`src/rtl/mmio_resp_pkg.sv`:
```
package mmio_resp_pkg;

  // True when a register index falls inside the mapped register range.
  function automatic logic idx_mapped(input int idx, input int nregs);
    return (idx >= 0) && (idx < nregs);
  endfunction

  // Worst-case strobe-to-data delay in ns for a given sync depth and clock period.
  function automatic int resp_delay_ns(input int stages, input int period_ns);
    return (stages + 2) * period_ns;
  endfunction

endpackage

```
`src/rtl/strobe_edge_sync.sv`:
```
module strobe_edge_sync #(
  parameter int STAGES = 2
) (
  input  logic clk,
  input  logic rst_n,
  input  logic stb,
  output logic lvl,
  output logic rise
);
  logic [STAGES-1:0] chain;
  logic              last;

  always_ff @(posedge clk or negedge rst_n) begin
    if (!rst_n) begin
      chain <= '0;
      last  <= 1'b0;
    end else begin
      chain <= {chain[STAGES-2:0], stb};
      last  <= chain[STAGES-1];
    end
  end

  assign lvl  = chain[STAGES-1];
  assign rise = lvl & ~last;

  // One action per access: a rising-edge pulse never lasts two cycles.
  assert_single_rise_R2: assert property (@(posedge clk) disable iff (!rst_n)
    rise |=> !rise);
endmodule

```
`src/rtl/access_latch.sv`:
```
module access_latch #(
  parameter int IDX_W  = 6,
  parameter int DATA_W = 8
) (
  input  logic              clk,
  input  logic              rst_n,
  input  logic              rd_rise,
  input  logic              wr_rise,
  input  logic [IDX_W-1:0]  idx,
  input  logic [DATA_W-1:0] din,
  output logic              rd_go,
  output logic              wr_go,
  output logic [IDX_W-1:0]  hold_idx,
  output logic [DATA_W-1:0] hold_data
);
  always_ff @(posedge clk or negedge rst_n) begin
    if (!rst_n) begin
      rd_go     <= 1'b0;
      wr_go     <= 1'b0;
      hold_idx  <= '0;
      hold_data <= '0;
    end else begin
      rd_go <= rd_rise;
      wr_go <= wr_rise;
      if (rd_rise || wr_rise) begin
        hold_idx  <= idx;
        hold_data <= din;
      end
    end
  end

  // the held index and data stay put while no new access is detected.
  assert_hold_stable_R4: assert property (@(posedge clk) disable iff (!rst_n)
    (!rd_rise && !wr_rise) |=> ($stable(hold_idx) && $stable(hold_data)));
endmodule

```
`src/rtl/reg_cell.sv`:
```
module reg_cell #(
  parameter int DATA_W    = 8,
  parameter bit READ_ONLY = 1'b0
) (
  input  logic              clk,
  input  logic              rst_n,
  input  logic              bus_hit,
  input  logic [DATA_W-1:0] bus_data,
  input  logic              loc_hit,
  input  logic [DATA_W-1:0] loc_data,
  output logic [DATA_W-1:0] q
);
  logic bus_take;
  assign bus_take = bus_hit & ~READ_ONLY;

  always_ff @(posedge clk or negedge rst_n) begin
    if (!rst_n)        q <= '0;
    else if (bus_take) q <= bus_data;
    else if (loc_hit)  q <= loc_data;
  end

  if (READ_ONLY) begin : g_ro_chk
    assert_ro_ignores_bus_R7: assert property (@(posedge clk) disable iff (!rst_n)
      (bus_hit && !loc_hit) |=> $stable(q));
  end else begin : g_rw_chk
    assert_bus_priority_R10: assert property (@(posedge clk) disable iff (!rst_n)
      (bus_hit && loc_hit) |=> (q == $past(bus_data)));
  end
endmodule

```
`src/rtl/read_handler.sv`:
```
module read_handler #(
  parameter int IDX_W    = 6,
  parameter int DATA_W   = 8,
  parameter int NUM_REGS = 48
) (
  input  logic [NUM_REGS*DATA_W-1:0] regs_flat,
  input  logic [IDX_W-1:0]           idx,
  output logic [DATA_W-1:0]          value
);
  always_comb begin
    value = '1;
    for (int i = 0; i < NUM_REGS; i++) begin
      if (idx == IDX_W'(i)) value = regs_flat[i*DATA_W +: DATA_W];
    end
  end
endmodule

```
`src/rtl/mmio_strobe_responder.sv`:
```
module mmio_strobe_responder
  import mmio_resp_pkg::*;
#(
  parameter int                  IDX_W       = 6,
  parameter int                  DATA_W      = 8,
  parameter int                  NUM_REGS    = 48,
  parameter int                  SYNC_STAGES = 2,
  parameter logic [NUM_REGS-1:0] RO_MASK     = 48'hFF00_0000_0000
) (
  input  logic              clk,
  input  logic              rst_n,
  input  logic              bus_rd_stb,
  input  logic              bus_wr_stb,
  input  logic [IDX_W-1:0]  bus_idx,
  input  logic [DATA_W-1:0] bus_din,
  output logic [DATA_W-1:0] bus_dout,
  output logic              bus_oe,
  input  logic [IDX_W-1:0]  loc_addr,
  input  logic              loc_we,
  input  logic [DATA_W-1:0] loc_wdata,
  output logic [DATA_W-1:0] loc_rdata
);
  localparam int FLAT_W = NUM_REGS * DATA_W;

  logic rd_lvl, rd_rise, wr_lvl, wr_rise;
  logic rd_go, wr_go;
  logic [IDX_W-1:0]    hold_idx;
  logic [DATA_W-1:0]   hold_data;
  logic [FLAT_W-1:0]   regs_flat;
  logic [NUM_REGS-1:0] bus_hit, loc_hit;
  logic [DATA_W-1:0]   rd_value;
  logic [DATA_W-1:0]   dout_q;
  logic                oe_q;

  strobe_edge_sync #(.STAGES(SYNC_STAGES)) u_rd_sync (
    .clk(clk), .rst_n(rst_n), .stb(bus_rd_stb), .lvl(rd_lvl), .rise(rd_rise));

  strobe_edge_sync #(.STAGES(SYNC_STAGES)) u_wr_sync (
    .clk(clk), .rst_n(rst_n), .stb(bus_wr_stb), .lvl(wr_lvl), .rise(wr_rise));

  access_latch #(.IDX_W(IDX_W), .DATA_W(DATA_W)) u_latch (
    .clk(clk), .rst_n(rst_n), .rd_rise(rd_rise), .wr_rise(wr_rise),
    .idx(bus_idx), .din(bus_din), .rd_go(rd_go), .wr_go(wr_go),
    .hold_idx(hold_idx), .hold_data(hold_data));

  // Write handler set: one decoded entry per mapped register.
  for (genvar g = 0; g < NUM_REGS; g++) begin : g_reg
    assign bus_hit[g] = wr_go  && (hold_idx == IDX_W'(g));
    assign loc_hit[g] = loc_we && (loc_addr == IDX_W'(g));
    reg_cell #(.DATA_W(DATA_W), .READ_ONLY(RO_MASK[g])) u_cell (
      .clk(clk), .rst_n(rst_n),
      .bus_hit(bus_hit[g]), .bus_data(hold_data),
      .loc_hit(loc_hit[g]), .loc_data(loc_wdata),
      .q(regs_flat[g*DATA_W +: DATA_W]));
  end

  // Read handler set for the bus side and for the local side.
  read_handler #(.IDX_W(IDX_W), .DATA_W(DATA_W), .NUM_REGS(NUM_REGS)) u_bus_rd (
    .regs_flat(regs_flat), .idx(hold_idx), .value(rd_value));

  read_handler #(.IDX_W(IDX_W), .DATA_W(DATA_W), .NUM_REGS(NUM_REGS)) u_loc_rd (
    .regs_flat(regs_flat), .idx(loc_addr), .value(loc_rdata));

  always_ff @(posedge clk or negedge rst_n) begin
    if (!rst_n) begin
      dout_q <= '0;
      oe_q   <= 1'b0;
    end else begin
      if (rd_go) dout_q <= rd_value;
      oe_q <= rd_lvl & (oe_q | rd_go);
    end
  end

  assign bus_dout = dout_q;
  assign bus_oe   = oe_q;

  assert_oe_release_R6: assert property (@(posedge clk) disable iff (!rst_n)
    $fell(rd_lvl) |=> !bus_oe);

  assert_read_drives_R5: assert property (@(posedge clk) disable iff (!rst_n)
    (rd_go && rd_lvl) |=> bus_oe);

  assert_oe_after_handler_R3: assert property (@(posedge clk) disable iff (!rst_n)
    $rose(bus_oe) |-> $past(rd_go));

  assert_unmapped_ff_R8: assert property (@(posedge clk) disable iff (!rst_n)
    (rd_go && !idx_mapped(int'(hold_idx), NUM_REGS)) |=> (bus_dout == {DATA_W{1'b1}}));

  assert_wr_once_R2: assert property (@(posedge clk) disable iff (!rst_n)
    $rose(wr_lvl) |=> wr_go);
endmodule

```
`config.mk`:
```
export PLATFORM = sky130hd
export DESIGN_NAME = mmio_strobe_responder
export DESIGN_NICKNAME = d
export VERILOG_FILES = /design/src/rtl/mmio_resp_pkg.sv /design/src/rtl/strobe_edge_sync.sv /design/src/rtl/access_latch.sv /design/src/rtl/reg_cell.sv /design/src/rtl/read_handler.sv /design/src/rtl/mmio_strobe_responder.sv
export SDC_FILE = /design/constraint.sdc
export NUM_CORES = 1
export LEC_CHECK = 0
export BUFFER_PORTS_ARGS = -buffer_cell sky130_fd_sc_hd__buf_2
export CAP_MARGIN = 25
export CORE_AREA = 2 2 336 338
export DETAILED_ROUTE_END_ITERATION = 8
export DIE_AREA = 0 0 338 340
export GPL_ROUTABILITY_DRIVEN = 0
export PLACE_DENSITY = 0.38
export SETUP_SLACK_MARGIN = 0.5
export SLEW_MARGIN = 20
export SYNTH_ARGS = -nofsm -noshare
export SYNTH_HDL_FRONTEND = slang
export SYNTH_SLANG_ARGS = --single-unit
```
`constraint.sdc`:
```
create_clock -name clk -period 6.3 [get_ports clk]
set_input_delay 0.315 -clock clk [delete_from_list [all_inputs] [get_ports clk]]
set_output_delay 0.315 -clock clk [all_outputs]
set_load 0.05 [all_outputs]
```
==> impl_results.md, run 1 <==
* Status: complete, no violations
* DRC errors left at 0
* Worst hold path class: in -> reg
* Crit end category: output port
* Core area at ~0.11 mm²
* Final WL at 151000 µm
* Least-Margin Pin Slew at 1.10 ns
* Pwr dens at 329 mW/mm²
* Starting density of the core at around a quarter
* H-Tree Depth at 2
* Synthesized cell area at ~0.028 mm²
* PostCTS Resize Cnt at 0
* CP required at roughly 6.0 ns
* HP Start: bus_wr_stb
* Synth top area cells: dfrtp_1 37%, mux2i_1 14%, a21oi_1 7.4%, nor2_1 5.3%, mux2_2 5.2%
* Int Power at ~0.0061 W
* Worst vdd ir at about 0.00019 V
* GRT Util Overall at between 20 and 30%
* R2R Path End: bus_dout[3]
* LEAKAGE at around 12 nW
* Synthesized area per cell at a little under 9 µm²
* Switch share at around two fifths
* Initial antenna violation count at 3
* Setup violations, final at 0
* Finished Layout Cells at roughly 4600
* Async S/R FF share, synth at between 90% and 100%
* Fin crit period at 4.52 ns
* Yosys warnings at 0
* CTS root buf: clkbuf_16
* DR iter-0 viols at 3866
* Flops & latches, synth at ~420
* Post-Syn Nets at about 3200
* Area leader, netlist: dfrtp_1
* Finished Cell Area at roughly 0.031 mm²
* Hold path depth at 2
* Switching pwr at 0.00414 W
* Dpl ws at between 2 and 2.5 ns
* Clk sinks at 415
* Fmax at approximately 220 MHz
* Max Cap Viol at 0
* Post-Place Cell Area at approximately 0.029 mm²
* R2R depth at 10
* Die area at ~0.11 mm²
* Die height at around 340 µm
* Detail Placement HPWL at approximately 100000 µm
* Fin crit share at a little under three quarters
* Final WS setup at 1.78 ns
* Dpl cells at approximately 4500
* Vias in the first global route at around 25000
* Pre-antenna DRT Iters at 8
* WL per Instance at approximately 32 µm
* Synth cell count leaders: 415 x dfrtp_1, 409 x a21oi_1, 388 x nor2_1
* CP Class: in -> out
* Fin. Hold Viols at 0
* Crit path max fanout at 25
* Num CTS Buffers at 50
* Clock Power Share at between 30% and 40%
* RSZ-0062 raised after global routing: false
* # rows at between 100 and 150
* Final ANT Viol Nets at 0
* Startpoint Class: input pin
* Port Buf Inserts at just under 50
* Area growth, synth to finish at 12.9%
* First-pass GRT wire length at ~210000 µm
* EDFF count, synth at 0
* Register-to-Register Setup Slack at between 2 and 2.5 ns
* Netlist cell types at between 80 and 90
* Sequential area share after synthesis at roughly 37%
* Combinational power share at about a quarter
* Commonest register cell after synthesis: dfrtp_1
* Worst skew pair latency at 0.64 ns
* Final net count at about 3100
* Die X at between 300 and 400 µm
* Via count at between 20000 and 30000
* Final Max Tran Viols at 0
* CTS Buffer Depth at 3
* Worst slew margin at between 20% and 30%
* Post-Route Setup TNS at 0 ns
* Top-area cell type share of the netlist area at between 30% and 40%
* Clk_skew at around 0.034 ns
* Seq pwr share at a little under half
* Layout cells sized above 1 at between 10 and 15%
* CTS tree: done
* Worst min-delay path endpoint: u_wr_sync.chain[0]
* Reg-to-Reg Start: u_latch.hold_idx[0]
* CP arrival at around 4.2 ns
* Drt via density at 5.82
* Total gr overflow at 0
* Clk pin slew, worst setup/hold paths at about 0.060 ns
* IO Count at 50
* Largest net degree at the start of global routing at between 100 and 150
* Gate Count Post-Synth at ~3200
* Most numerous cell in the Yosys netlist: dfrtp_1
## worst max-delay path, stage by stage
cell and delay, ns:
buf_2 0.37, nand4bb_1 0.80, nor2_1 0.90, a221oi_1 0.28, o21ai_0 0.29, a21oi_1 0.25
o211ai_1 0.38, and3_1 0.30, buf_2 0.29
## through the flow
| stage | power, W | util [%] | hold WS (ns) |
|---|---|---|---|
| 2_1_floorplan | 0.00557 | - | 0.0194 |
| 3_3_place_gp | 0.00711 | 26.3 | 0.346 |
| 3_5_place_dp | 0.00710 | 26.3 | 0.343 |
| 4_1_cts | 0.0102 | 28.0 | 0.290 |
| 5_1_grt | 0.0107 | 28.0 | 0.327 |
| 6_report | 0.0103 | 28.0 | 0.321 |
## repair_timing
| item | CTS | global route |
|---|---|---|
| setup buffers | 0 | 0 |
| hold endpoints to repair | 113 | 0 |
| hold buffers | 17 | 0 |
## power groups by stage
stage,logic [W],clock network [W],registers [W]
2_1_floorplan,0.00172,0,0.00385
3_3_place_gp,0.00248,0,0.00463
3_5_place_dp,0.00250,0,0.00461
4_1_cts,0.00251,0.00316,0.00457
5_1_grt,0.00273,0.00327,0.00465
6_report,0.00256,0.00309,0.00464
## cells by family (layout without fill, tap and decap cells)
kind of cell	Yosys count	after routing	synth area share, %
other cells	0	2	0
buf+inv	318	267	4.89
compound gates	1051	1051	22.9
simple gates	891	891	14.6
flops	415	415	37.5
mux	523	523	20.1
## layer usage
metal / GRT usage, % / vias to the layer above / wire (µm)
met4: 8.60 / 2 / 5900
met5: 0 / - / 11
met2: 38.5 / 1503 / 65200
li1: - / 11550 / -
met1: 37.3 / 13707 / 68200
met3: 3.81 / 285 / 11500
## worst max path at each step
stage / from / endpoint / slack, ns / cells past startpoint
global placement: loc_addr[3] / loc_rdata[2] / 1.97 / 9
floorplan: loc_addr[0] / loc_rdata[0] / 3.06 / 8
global route: loc_addr[3] / loc_rdata[2] / 1.88 / 9
CTS: loc_addr[2] / loc_rdata[2] / 2.03 / 9
finish: loc_addr[3] / loc_rdata[2] / 1.78 / 9
detailed placement: loc_addr[2] / loc_rdata[2] / 2.04 / 9
## layout by cell type (no fill, tap or decap), types with 7 or more instances in the layout
master,n
a211oi_1,32
nor4_1,8
buf_4,92
o21a_1,12
nor2_1,386
dlygate4sd3_1,17
nor2b_1,18
o31ai_1,11
inv_1,9
nand2b_1,9
clkbuf_8,12
o22ai_1,78
o211ai_1,22
a2bb2oi_1,9
a222oi_1,7
or3_1,9
a22oi_1,30
nor2_2,24
o32ai_1,12
clkbuf_16,51
mux2i_1,380
nor3_1,43
a21o_1,10
nand2_1,272
dfrtp_1,405
a221oi_1,18
mux4_2,15
o2111ai_1,9
mux2_2,128
nand3_1,44
clkbuf_1,10
clkinv_2,7
o221ai_1,36
a21oi_1,409
o21ai_0,247
buf_2,46
a31oi_1,30
## area by class of cell
| cell class | instances | area (µm²) |
|---|---|---|
| Fill cell | 12004 | 80300 |
| Multi-Input combinational cell | 2465 | 16000 |
| Sequential cell | 415 | 10400 |
| Tap cell | 1500 | 1880 |
| Clock buffer | 73 | 1480 |
| Timing Repair Buffer | 161 | 1190 |
| Clock inverter | 20 | 244 |
| Inverter | 13 | 48.8 |
| Antenna cell | 2 | 5.00 |
## sequential cells by signal, indices dropped and copies added (netlist names), 2 cells and up
name	flops
u_latch.hold_data	8
g.u_cell.q	384
u_latch.hold_idx	6
u_wr_sync.chain	2
bus_dout	8
u_rd_sync.chain	2
(Power assumes the default switching activity.)
==> inputs of run 2 (changes only) <==
--- a/config.mk
+++ b/config.mk
@@ -11,7 +11,7 @@
 export DETAILED_ROUTE_END_ITERATION = 8
 export DIE_AREA = 0 0 338 340
 export GPL_ROUTABILITY_DRIVEN = 0
-export PLACE_DENSITY = 0.38
+export PLACE_DENSITY = 0.39
 export SETUP_SLACK_MARGIN = 0.5
 export SLEW_MARGIN = 20
 export SYNTH_ARGS = -nofsm -noshare
==> constraint.sdc (replaced) <==
create_clock -name clk -period 4.1 [get_ports clk]
set_input_delay 0.205 -clock clk [delete_from_list [all_inputs] [get_ports clk]]
set_output_delay 0.205 -clock clk [all_outputs]
set_load 0.05 [all_outputs]
==> run 2 against run 1 <==
  * Sequential power grew 54%
  * Die area is the same
  * Register-to-register slack worse by 1.8 ns
  * Total power is 56% higher
  * Critical path depth is the same
  * Via count up 0.44%
  * Utilization up 0.68 points
  * Sequential share of layout area fell by 0.80 points
  * Clock-buffer cell count is the same
  * Critical path type is now reg -> out
  * Largest power group unchanged
==> impl_results.md, run 2 (same netlist as run 1, synthesis figures left out) <==
* WL per Instance at 31.5 µm
* DRC errors left at 0
* CTS Buffer Depth at 3
* Max Cap Viol at 0
* CP Class: reg -> out
* Starting density of the core at roughly a quarter
* CP top delay family: compound AO/OA/AOI/OAI gates
* Fin crit period at ~3.6 ns
* Clk pin slew, worst setup/hold paths at about 0.06 ns
* Fin. Hold Viols at 0
* Total gr overflow at 0
* CP arrival at 3.36 ns
* Drt via density at roughly 5.8
* CTS tree: done
* Least-Margin Pin Slew at around 1.1 ns
* CTS root buf: clkbuf_16
* Initial antenna violation count at 5
* IO Count at 50
* Area growth, synth to finish at 15.7%
* Largest net degree at the start of global routing at 90
* Pre-antenna DRT Iters at 8
* Fillers at ~12000
* Detail Placement HPWL at 106000 µm
* Worst vdd ir at 0.000308 V
* # rows at about 120
* Die X at approximately 340 µm
* Crit-path cells: mux2i_1 > a21oi_1 > o22ai_1 > or3_1 > a211oi_2 > buf_4 > o311ai_1 > nand2_1 > buf_2
* WP buf/inv at 2
* Largest register FFs at approximately 380
* Startpoint Class: register
* Port Buf Inserts at 49
* Commonest cells after routing, fill and taps aside: 409 x a21oi_1, 404 x dfrtp_1, 385 x nor2_1
* Clk_skew at 0.0228 ns
* CP required at 3.89 ns
* Post-Route Setup TNS at 0 ns
* Post-Place Cell Area at roughly 0.03 mm²
* Worst hold path class: in -> reg
* Final core utilization at between 20% and 30%
* Setup violations, final at 0
* Die height at between 300 and 400 µm
* Final ANT Viol Nets at 0
* DR iter-0 viols at 3453
* Post CTS Setup Buffer Count at 0
* Biggest register: g.u_cell.q
* First-pass GRT wire length at roughly 210000 µm
* Pwr dens at 499 mW/mm²
* Worst skew pair latency at approximately 0.63 ns
* Final net count at 3203
* Crit path max fanout at 4
* Layout cells sized above 1 at between 15 and 20%
* Largest stage delay, worst path at 0.55 ns
* Slowest CP cell: dfrtp_1
* Crit end category: output port
* RSZ-0062 raised after global routing: true
* Fmax at 280 MHz
* Finished Layout Cells at between 4000 and 5000
* Die area at about 0.11 mm²
* Final Max Tran Viols at 0
* Core area at ~0.11 mm²
* Commonest non-fill, non-tap cell in the layout: a21oi_1
* Worst slew margin at about 27%
* LEAKAGE at about 12 nW
* GRT Util Overall at 25.3%
* Num CTS Buffers at between 50 and 60
* Clk sinks at between 400 and 500
* Vias in the first global route at about 26000
* Fin crit share at 87.0%
* Status: complete, no violations
* Final WL at 148000 µm
* Finished Cell Area at 0.0321 mm²
* Dpl cells at about 4600
* Via count at about 27000
* H-Tree Depth at 2
==> run 2: power by group <==
group          leakage, nW  internal, W  total, W  switching (W)
Clock                0.883      0.00289   0.00485        0.00196
Combinational         6.81      0.00164   0.00401        0.00237
Sequential            4.46      0.00514   0.00714        0.00200
Total                 12.2      0.00967    0.0160        0.00633
==> run 2: final timing paths <==
kind	endpoint	from	cells after the start	slack [ns]
worst max register to register	bus_dout[2]	u_latch.hold_idx[0]	9	0.58
max in group asynchronous	g_reg[4].u_cell.q[5]	rst_n	3	2.86
worst max-delay path	loc_rdata[6]	g_reg[15].u_cell.q[6]	9	0.53
min in group asynchronous	u_latch.hold_data[7]	rst_n	2	0.19
worst min register to register	u_wr_sync.last	u_wr_sync.chain[1]	0	0.37
worst min-delay path	g_reg[12].u_cell.q[0]	loc_wdata[0]	3	0.08
==> run 2: stage by stage <==
| stage | power [W] | hold slack (ns) | setup WS [ns] |
|---|---|---|---|
| final | 0.0160 | 0.0757 | 0.535 |
| after global routing | 0.0166 | 0.0754 | 0.470 |
| after CTS | 0.0159 | 0.0482 | 0.482 |
| after detailed placement | 0.0110 | 0.315 | 0.280 |
| after global placement | 0.0110 | 0.313 | 0.252 |
| after floorplan | 0.00855 | -0.0906 | 1.08 |
==> run 2: tightest hold or removal path, delay by kind of cell <==
kind,cells,cell delay [ns]
AO/OA/AOI/OAI,1,0.08
buffers and inverters,1,0.21
multiplexers,1,0.16
==> run 2: per-layer routing <==
layer | track usage (%) | share of wire, % | vias up
met1 | 37.0 | 46 | 13668
met2 | 37.3 | 43 | 1465
met5 | 0 | 0.035 | -
met3 | 3.91 | 7.7 | 316
li1 | - | - | 11710
met4 | 9.11 | 4.0 | 8
==> run 2: final cells by class <==
type | count | area [µm²] | share of cell area, %
clock inverter | 22 | 249 | 0.777
antenna | 1 | 2.50 | 0.00781
inverter | 13 | 48.8 | 0.152
tap | 1500 | 1880 | 5.86
timing repair buffer | 223 | 1860 | 5.81
multi-input combinational | 2465 | 16100 | 50.2
clock buffer | 73 | 1520 | 4.75
sequential | 415 | 10400 | 32.5
==> run 2: what timing repair did <==
item | in CTS | in global routing
setup endpoints to repair | 3 | 9
hold endpoints to repair | 96 | 0
hold buffers | 17 | 0
resized for setup | 4 | 9
